<file path="config.mk">
export PLATFORM = sky130hd
export DESIGN_NAME = masked_and_gadget
export DESIGN_NICKNAME = d
export VERILOG_FILES = /design/src/rtl/mand_pkg.sv /design/src/rtl/mand_lead_stage.sv /design/src/rtl/mand_trail_stage.sv /design/src/rtl/mand_fold.sv /design/src/rtl/masked_and_gadget.sv
export SDC_FILE = /design/constraint.sdc
export NUM_CORES = 1
export LEC_CHECK = 0
export ABC_AREA = 0
export CAP_MARGIN = 15
export CORE_UTILIZATION = 44
export CTS_BUF_LIST = sky130_fd_sc_hd__clkbuf_8
export DETAILED_ROUTE_END_ITERATION = 10
export GPL_TIMING_DRIVEN = 0
export PLACE_DENSITY = 0.7
export SETUP_SLACK_MARGIN = 0.02
export SYNTH_ARGS = -nofsm -noshare
export SYNTH_HDL_FRONTEND = slang
export SYNTH_HIERARCHICAL = 1
export SYNTH_SLANG_ARGS = --single-unit
</file>
<file path="constraint.sdc">
create_clock -name clk -period 1.13 [get_ports clk]
set_input_delay 0.1695 -clock clk [delete_from_list [all_inputs] [get_ports clk]]
set_output_delay 0.1695 -clock clk [all_outputs]
set_load 0.02 [all_outputs]
</file>
<file path="src/rtl/mand_pkg.sv">
package mand_pkg;

    // Number of fresh random bits per operation for d shares.
    function automatic int rand_width(input int d);
        return (d * (d - 1)) / 2;
    endfunction

    // Number of ordered off-diagonal share pairs.
    function automatic int cross_width(input int d);
        return d * (d - 1);
    endfunction

    // Index of the random bit shared by unordered pair {i, j}, i != j.
    function automatic int pair_index(input int i, input int j, input int d);
        int lo;
        int hi;
        lo = (i < j) ? i : j;
        hi = (i < j) ? j : i;
        return lo * d - (lo * (lo + 1)) / 2 + (hi - lo - 1);
    endfunction

    // Index of ordered cross term (i, j), i != j; row i occupies a
    // contiguous slice of d-1 entries.
    function automatic int cross_index(input int i, input int j, input int d);
        return i * (d - 1) + ((j < i) ? j : j - 1);
    endfunction

endpackage

</file>
<file path="src/rtl/mand_lead_stage.sv">
module mand_lead_stage #(
    parameter int NSH = 3,
    parameter int NR  = mand_pkg::rand_width(NSH),
    parameter int NX  = mand_pkg::cross_width(NSH)
) (
    input  logic           clk,
    input  logic           rst,
    input  logic [NSH-1:0] lead_sh,
    input  logic [NR-1:0]  rand_in,
    output logic [NSH-1:0] lead_q,
    output logic [NR-1:0]  rand_q,
    output logic [NX-1:0]  blind_q
);
    logic [NX-1:0] blind_d;

    // Cross term (i, j) carries lead share j blinded by the pair's random bit.
    for (genvar i = 0; i < NSH; i++) begin : g_row
        for (genvar j = 0; j < NSH; j++) begin : g_col
            if (i != j) begin : g_cross
                localparam int CI = mand_pkg::cross_index(i, j, NSH);
                localparam int PI = mand_pkg::pair_index(i, j, NSH);
                assign blind_d[CI] = lead_sh[j] ^ rand_in[PI];
            end
        end
    end

    always_ff @(posedge clk) begin
        if (rst) begin
            lead_q  <= '0;
            rand_q  <= '0;
            blind_q <= '0;
        end else begin
            lead_q  <= lead_sh;
            rand_q  <= rand_in;
            blind_q <= blind_d;
        end
    end

    // the lead stage holds exactly what was presented one edge earlier.
    assert_lead_capture_R2: assert property (@(posedge clk) disable iff (rst)
        !$past(rst) |-> (lead_q == $past(lead_sh) && rand_q == $past(rand_in)));

endmodule

</file>
<file path="src/rtl/mand_trail_stage.sv">
module mand_trail_stage #(
    parameter int NSH = 3,
    parameter int NR  = mand_pkg::rand_width(NSH),
    parameter int NX  = mand_pkg::cross_width(NSH)
) (
    input  logic           clk,
    input  logic           rst,
    input  logic [NSH-1:0] trail_sh,
    input  logic [NSH-1:0] lead_q,
    input  logic [NR-1:0]  rand_q,
    input  logic [NX-1:0]  blind_q,
    output logic [NSH-1:0] diag_q,
    output logic [NX-1:0]  rterm_q,
    output logic [NX-1:0]  xterm_q
);
    logic [NSH-1:0] diag_d;
    logic [NX-1:0]  rterm_d;
    logic [NX-1:0]  xterm_d;
    logic [NX-1:0]  unblind_chk;

    for (genvar i = 0; i < NSH; i++) begin : g_row
        assign diag_d[i] = trail_sh[i] & lead_q[i];
        for (genvar j = 0; j < NSH; j++) begin : g_col
            if (i != j) begin : g_cross
                localparam int CI = mand_pkg::cross_index(i, j, NSH);
                localparam int PI = mand_pkg::pair_index(i, j, NSH);
                // Selects either the bare random bit or the blinded lead share.
                assign rterm_d[CI]     = ~trail_sh[i] & rand_q[PI];
                assign xterm_d[CI]     =  trail_sh[i] & blind_q[CI];
                assign unblind_chk[CI] = blind_q[CI] ^ rand_q[PI] ^ lead_q[j];
            end
        end
    end

    always_ff @(posedge clk) begin
        if (rst) begin
            diag_q  <= '0;
            rterm_q <= '0;
            xterm_q <= '0;
        end else begin
            diag_q  <= diag_d;
            rterm_q <= rterm_d;
            xterm_q <= xterm_d;
        end
    end

    // each blinded term and its random bit recover the lead share,
    // i.e. the same random bit is applied to both orderings of a pair.
    assert_blind_pairing_R4: assert property (@(posedge clk) disable iff (rst)
        unblind_chk == '0);

endmodule

</file>
<file path="src/rtl/mand_fold.sv">
module mand_fold #(
    parameter int NSH = 3,
    parameter int NX  = mand_pkg::cross_width(NSH)
) (
    input  logic [NSH-1:0] diag_q,
    input  logic [NX-1:0]  rterm_q,
    input  logic [NX-1:0]  xterm_q,
    output logic [NSH-1:0] prod_sh
);
    localparam int ROW = NSH - 1;

    // Only registered terms are combined here.
    for (genvar i = 0; i < NSH; i++) begin : g_out
        logic [ROW-1:0] row_terms;
        assign row_terms  = rterm_q[i*ROW +: ROW] ^ xterm_q[i*ROW +: ROW];
        assign prod_sh[i] = diag_q[i] ^ (^row_terms);
    end

endmodule

</file>
<file path="src/rtl/masked_and_gadget.sv">
module masked_and_gadget #(
    parameter int NSH = 3,
    localparam int NR = mand_pkg::rand_width(NSH),
    localparam int NX = mand_pkg::cross_width(NSH)
) (
    input  logic           clk,
    input  logic           rst,
    input  logic [NSH-1:0] lead_sh,
    input  logic [NSH-1:0] trail_sh,
    input  logic [NR-1:0]  rand_in,
    output logic [NSH-1:0] prod_sh
);
    if (NSH < 2 || NSH > 4) begin : g_bad_nsh
        $error("masked_and_gadget: NSH must be 2, 3 or 4");
    end

    logic [NSH-1:0] lead_q;
    logic [NR-1:0]  rand_q;
    logic [NX-1:0]  blind_q;
    logic [NSH-1:0] diag_q;
    logic [NX-1:0]  rterm_q;
    logic [NX-1:0]  xterm_q;

    mand_lead_stage #(.NSH(NSH), .NR(NR), .NX(NX)) u_lead (
        .clk     (clk),
        .rst     (rst),
        .lead_sh (lead_sh),
        .rand_in (rand_in),
        .lead_q  (lead_q),
        .rand_q  (rand_q),
        .blind_q (blind_q)
    );

    mand_trail_stage #(.NSH(NSH), .NR(NR), .NX(NX)) u_trail (
        .clk      (clk),
        .rst      (rst),
        .trail_sh (trail_sh),
        .lead_q   (lead_q),
        .rand_q   (rand_q),
        .blind_q  (blind_q),
        .diag_q   (diag_q),
        .rterm_q  (rterm_q),
        .xterm_q  (xterm_q)
    );

    mand_fold #(.NSH(NSH), .NX(NX)) u_fold (
        .diag_q  (diag_q),
        .rterm_q (rterm_q),
        .xterm_q (xterm_q),
        .prod_sh (prod_sh)
    );

    // Edges since reset, saturating at 2; used only by the checks below.
    logic [1:0] warm_q;
    always_ff @(posedge clk) begin
        if (rst)                warm_q <= 2'd0;
        else if (warm_q != 2'd2) warm_q <= warm_q + 2'd1;
    end

    // the recombined output is the AND of lead two edges back and trail one edge back.
    assert_product_R1: assert property (@(posedge clk) disable iff (rst)
        (warm_q == 2'd2) |-> ((^prod_sh) == ((^$past(lead_sh, 2)) & (^$past(trail_sh, 1)))));

    // the pipeline drains to zero shares during the first two cycles after reset.
    assert_reset_clear_R6: assert property (@(posedge clk) disable iff (rst)
        (warm_q != 2'd2) |-> (prod_sh == '0));

endmodule

</file>
==> out/qor.txt, run 1 <==
Core Area: 2000 um^2
Die area: 2340 um^2
Clock power frac: 29.2%
EDFF count, synth: 0
Hold Path Stages: 1
Top delay family on crit path: XOR/XNOR gates
Maximum clock rate: 0.671 GHz
P_sw: 373 uW
R2R Path End: u_trail/xterm_q[2]
WL/cell: 11.7 um
Ant diodes: 0
P per Cell Area: 1480 nW/um^2
Number of global-route vias before repair: 474
Max VDD drop: 0.832 mV
Slew @ Worst Pin: 0.350 ns
Area share of the largest cell type after synthesis: 57.0%
Grt met1 use: 17.8%
Combinational Power Share: 12.8%
RSZ-0062 raised after global routing: true
CP cell instances: xnor3_1 > xnor2_2 > buf_2
CTS tree: built
Die height: 48.4 um
Fraction of layout cells with a size suffix above 1: 31.8%
Die width: 48.4 um
Setup Buffers After CTS: 0
Hold Path Class: register to register
Top cells by count, synth: dfxtp_1, xnor2_1, nor2_2, nor3b_1, and3b_2
Critical path class: register to primary output
Routed WL: 1340 um
Total internal power: 1.37 mW
Sequential group share of total power: 58.0%
Buf+Inv Stages, Crit Path: 1
# H-tree levels: 1
Main flop type after synthesis: dfxtp_1
Synthesis-to-finish area growth: 23.7%
Sequential-to-total area share from yosys stat: 57.0%
Post-DR vias/cell: 4.54
# port buffers: 13
R2R Path Start: u_lead/blind_q[2]
Max-cap viol count: 0
Cell area after layout: 1170 um^2
Final setup vio count: 3
Initial DRC count: 1
Critical Path RT: 0.96 ns
Met2 usage: 20.9%
GRT Max-Usage Layer: met2
Failing checks: negative setup slack
Placement Rows: 16
Period utilisation layout: 132%
CP endpoint kind: primary output
First-pass GRT wire length: 2300 um
Post-route setup slack: -0.359 ns
TritonCTS buffer count: 3
Slowest stage cell, crit path: xnor3_1
Slew headroom: 76.6%
Flop2flop setup slack: 0.53 ns
Synth area leaders: dfxtp_1, xnor2_1, xnor3_1, and3b_2, nor3b_1
I/O pin count: 14
Worst-path clk slew: 0.08 ns
Post-route ant nets: 0
Status: complete, but fails checks
Detailed Routing Iterations Pass 1: 2
Placed Area: 1130 um^2
Sw Ratio: 21.5%
Count leader, synth: dfxtp_1
Leakage: 0.510 nW
GRT Total Usage: 14.0%
Dpl ws: -0.511 ns
Gr ovfl total: 0
Cells after Synth: 71
Post-DP HPWL: 997 um
CTS Buffer Depth: 2
DRC Markers: 0
Clk sinks: 27
Final net count: 100
CP Max Fanout: 1
Vias: 522
Final Max Tran Viols: 0
Synthesized net count: 82
Routability Congestion: 0.693
Initial core utilization: 47.4%
M3 GR Usage: 5.03%
Initial antenna violation count: 0
#FFs+latches synth: 27
Setup TNS: -1.06 ns
Root Buffer Master: clkbuf_8
Cell area after synthesis: 948 um^2
Clock skew: 0.00404 ns
Async SR Flop Fraction: 0%
Worst path max stage delay: 0.43 ns
Startpoint Class: register
Reg2Reg Depth: 1
Count of different cell masters after synthesis: 11
Levels on crit path: 3
Clock period minus worst slack: 1.49 ns
Critical Path AT: 1.32 ns
Syn_area_per_cell: 13.4 um^2
Worst Hold End: u_trail/xterm_q[4]
Endpoints failing hold: 0
Area leader, netlist: dfxtp_1
Hold Crit Start: u_lead/blind_q[4]
Skew-Pair Late Insertion Delay: 0.26 ns
Largest net degree at the start of global routing: 15
Ys Warns: 6
[sequential cells by signal (all words and copies together), names as in the netlist]
register / count
u_lead/blind_q: 6
u_trail/diag_q: 3
u_trail/rterm_q: 6
u_lead/rand_q: 3
u_lead/lead_q: 3
u_trail/xterm_q: 6
[metrics by stage]
step	utilization, %	std cells	hold slack [ns]	power [mW]
5_1_grt	58.6	115	0.486	1.83
2_1_floorplan	-	71	0.241	1.17
3_3_place_gp	56.7	111	0.451	1.26
6_report	58.6	115	0.468	1.74
3_5_place_dp	56.7	111	0.449	1.26
4_1_cts	58.2	115	0.469	1.75
[layout make-up]
type,count,area (um^2)
repair buffers,13,120
well taps,27,33.8
clock buffers,3,41.3
clock inverters,1,3.75
flip-flops and latches,27,544
plain buffers,2,22.5
multi-input cells,42,408
fillers,172,828
[placed cells by master, fill, tap and decap left out, types with 4 or more instances in the layout]
cell             instances
xnor2_1                  6
nor3b_1                  6
nor2_2                   6
dfxtp_1                 24
and3b_1                  4
and3b_2                  5
clkdlybuf4s50_1         10
[cells by family (layout without fill, tap and decap cells)]
group | Yosys count | after routing | synth area share [%]
DFF | 27 | 27 | 57.0
and+or+nand+nor | 27 | 27 | 22.4
xor gates and xnor gates | 15 | 15 | 18.2
buffers and inverters | 2 | 19 | 2.37
[per-layer routing]
| metal | wire (um) | vias up |
|---|---|---|
| li1 | - | 263 |
| met1 | 572 | 245 |
| met2 | 689 | 11 |
| met3 | 56 | 3 |
| met4 | 21 | 0 |
| met5 | 0 | - |
[power groups by stage]
stage	sequential [mW]	clock (mW)	combinational (mW)
after floorplan	1.03	0	0.140
after global placement	1.03	0	0.229
after detailed placement	1.03	0	0.234
after CTS	1.01	0.523	0.220
after global routing	1.01	0.577	0.239
final	1.01	0.508	0.222
[repair_timing]
action                     CTS  global route
hold buffers                 0             0
gates resized for setup     12             5
setup endpoints to repair    3             3
pin swaps                    0             2
[how the worst max path moves through the flow]
stage	from	end	slack [ns]
6_report	u_trail/xterm_q[5]	prod_sh[2]	-0.36
5_1_grt	u_trail/xterm_q[5]	prod_sh[2]	-0.41
4_1_cts	u_trail/xterm_q[2]	prod_sh[1]	-0.36
3_5_place_dp	u_trail/xterm_q[2]	prod_sh[1]	-0.51
3_3_place_gp	u_trail/xterm_q[0]	prod_sh[0]	-0.49
2_1_floorplan	u_trail/xterm_q[0]	prod_sh[0]	-0.002
(Power assumes the default switching activity.)
==> inputs of run 2 (changes only) <==
==> constraint.sdc (replaced) <==
create_clock -name clk -period 1.4 [get_ports clk]
set_input_delay 0.21 -clock clk [delete_from_list [all_inputs] [get_ports clk]]
set_output_delay 0.21 -clock clk [all_outputs]
set_load 0.02 [all_outputs]
==> out/qor.txt, run 2 (synthesis gave the netlist of run 1 again) <==
Slowest stage cell, crit path: xnor3_1
CTS tree: built
Vias: 497 (-4.8%)
TritonCTS buffer count: 3 (unchanged)
Fraction of layout cells with a size suffix above 1: 28.4% (-3.4 points)
Clk sinks: 27 (unchanged)
R2R Path End: u_trail/rterm_q[4]
Top delay family on crit path: XOR/XNOR gates
Routability Congestion: 0.687 (-0.77%)
Most common cell after layout, fill and taps aside: dfxtp_1
Placement Rows: 16 (unchanged)
Skew-Pair Late Insertion Delay: 0.26 ns (about the same)
Worst path max stage delay: 0.39 ns (-0.04 ns)
Status: complete, but fails checks
Leakage: 0.488 nW (-4.3%)
GRT Total Usage: 13.1% (-0.94 points)
Hold Path Class: register to register
Setup TNS: -0.248 ns (+0.814 ns)
Synthesis-to-finish area growth: 21.6%
R2R Path Start: u_lead/rand_q[1]
Critical path class: register to primary output
Buf+Inv Stages, Crit Path: 1 (unchanged)
Worst-path clk slew: 0.08 ns (about the same)
Final net count: 100 (unchanged)
Worst Hold End: u_trail/xterm_q[3]
Cell area after layout: 1150 um^2 (-1.7%)
Placed instance count: 111 (unchanged)
Failing checks: negative setup slack
Slew @ Worst Pin: 0.319 ns (-0.0314 ns)
Post-route ant nets: 0 (unchanged)
Post-route setup slack: -0.102 ns (+0.258 ns)
Startpoint Class: register
Routed WL: 1230 um (-8.6%)
P per Cell Area: 1210 nW/um^2 (-19%)
Most frequent cells in the layout: dfxtp_1, clkdlybuf4s50_1, xnor2_1
Die width: 48.4 um (unchanged)
Initial antenna violation count: 0 (unchanged)
Initial DRC count: 4 (+3)
CP cell instances: xnor3_1 > xnor2_1 > buf_4
Initial core utilization: 47.4% (unchanged)
Clock skew: 0.00478 ns (+0.000735 ns)
CP endpoint kind: primary output
Ant diodes: 0 (unchanged)
Flop2flop setup slack: 0.80 ns (+0.27 ns)
CP Max Fanout: 1 (unchanged)
Die height: 48.4 um (unchanged)
RSZ-0062 raised after global routing: true
Detailed Routing Iterations Pass 1: 2 (unchanged)
Hold Path Stages: 1 (unchanged)
Max-cap viol count: 0 (unchanged)
Period utilisation layout: 107%
# H-tree levels: 1 (unchanged)
Largest regs: u_lead/blind_q: 6 flops, u_trail/rterm_q: 6 flops, u_trail/xterm_q: 6 flops
# port buffers: 13 (unchanged)
DRC Markers: 0 (unchanged)
Endpoints failing hold: 0 (unchanged)
Core Area: 2000 um^2 (unchanged)
Count of non-filler cells in the finished layout: 115 (unchanged)
Root Buffer Master: clkbuf_8
Final core occ: 57.6% (-1.0 points)
Slew headroom: 78.7% (+2.1 points)
Max VDD drop: 0.554 mV (-33%)
Placed Area: 1110 um^2 (-2.0%)
First-pass GRT wire length: 2280 um (-0.61%)
Post-DP HPWL: 912 um (-8.5%)
Clock period minus worst slack: 1.50 ns
Largest net degree at the start of global routing: 15 (unchanged)
Critical Path AT: 1.29 ns (-0.03 ns)
Maximum clock rate: 0.666 GHz
WL/cell: 10.7 um (-8.6%)
I/O pin count: 14 (unchanged)
Die area: 2340 um^2 (unchanged)
Reg2Reg Depth: 1 (unchanged)
Final Max Tran Viols: 0 (unchanged)
Number of global-route vias before repair: 522 (+10%)
Hold Crit Start: u_lead/blind_q[3]
CTS Buffer Depth: 2 (unchanged)
Final setup vio count: 3 (unchanged)
Post-DR vias/cell: 4.32 (-4.8%)
Critical Path RT: 1.19 ns (+0.23 ns)
Dpl ws: -0.264 ns (+0.247 ns)
Gr ovfl total: 0 (unchanged)
==> run 2: cell counts in the layout (fill, tap and decap cells not counted) <==
Identical to the previous run, type by type.
==> run 2: layer usage <==
layer / global-route usage, % / part of all wire, % / vias up
met2: 19.0 / 48 / 8
met4: 8.82 / 0.90 / 0
met1: 17.4 / 48 / 221
met5: 0 / 0 / -
met3: 2.83 / 3.5 / 2
li1: - / - / 266
==> run 2: final cells by class <==
| cell class | instances | area (um^2) |
|---|---|---|
| flip-flops and latches | 27 | 544 |
| repair buffers | 13 | 123 |
| clock inverters | 1 | 3.75 |
| well taps | 27 | 33.8 |
| fillers | 174 | 848 |
| multi-input cells | 42 | 385 |
| clock buffers | 3 | 41.3 |
| plain buffers | 2 | 22.5 |
==> run 2: repair_timing <==
| item | in CTS | in global routing |
|---|---|---|
| buffers inserted | 0 | 0 |
| endpoints found under the setup margin | 3 | 3 |
| hold buffers | 0 | 0 |
| pin swaps | 0 | 1 |
| gates resized for setup | 16 | 5 |
==> run 2: where the power goes <==
group	switching [mW]	total (mW)	internal [mW]	leakage, nW
Sequential	0.00984	0.813	0.803	0.223
Clock	0.213	0.408	0.196	0.0269
Combinational	0.0716	0.170	0.0979	0.238
==> run 2: how the worst max path moves through the flow <==
stage / start / end / slack [ns] / cells past startpoint
after floorplan: u_trail/xterm_q[0] / prod_sh[0] / 0.13 / 2
after global placement: u_trail/xterm_q[4] / prod_sh[2] / -0.25 / 3
after detailed placement: u_trail/xterm_q[0] / prod_sh[0] / -0.26 / 3
after CTS: u_trail/xterm_q[0] / prod_sh[0] / -0.12 / 3
after global routing: u_trail/xterm_q[4] / prod_sh[2] / -0.21 / 3
final: u_trail/xterm_q[4] / prod_sh[2] / -0.10 / 3
==> run 2: through the flow <==
step	hold slack, ns	total power [mW]
detailed placement	0.456	1.01
global placement	0.450	1.00
floorplan	0.282	0.930
finish	0.470	1.39
CTS	0.476	1.41
global route	0.488	1.46
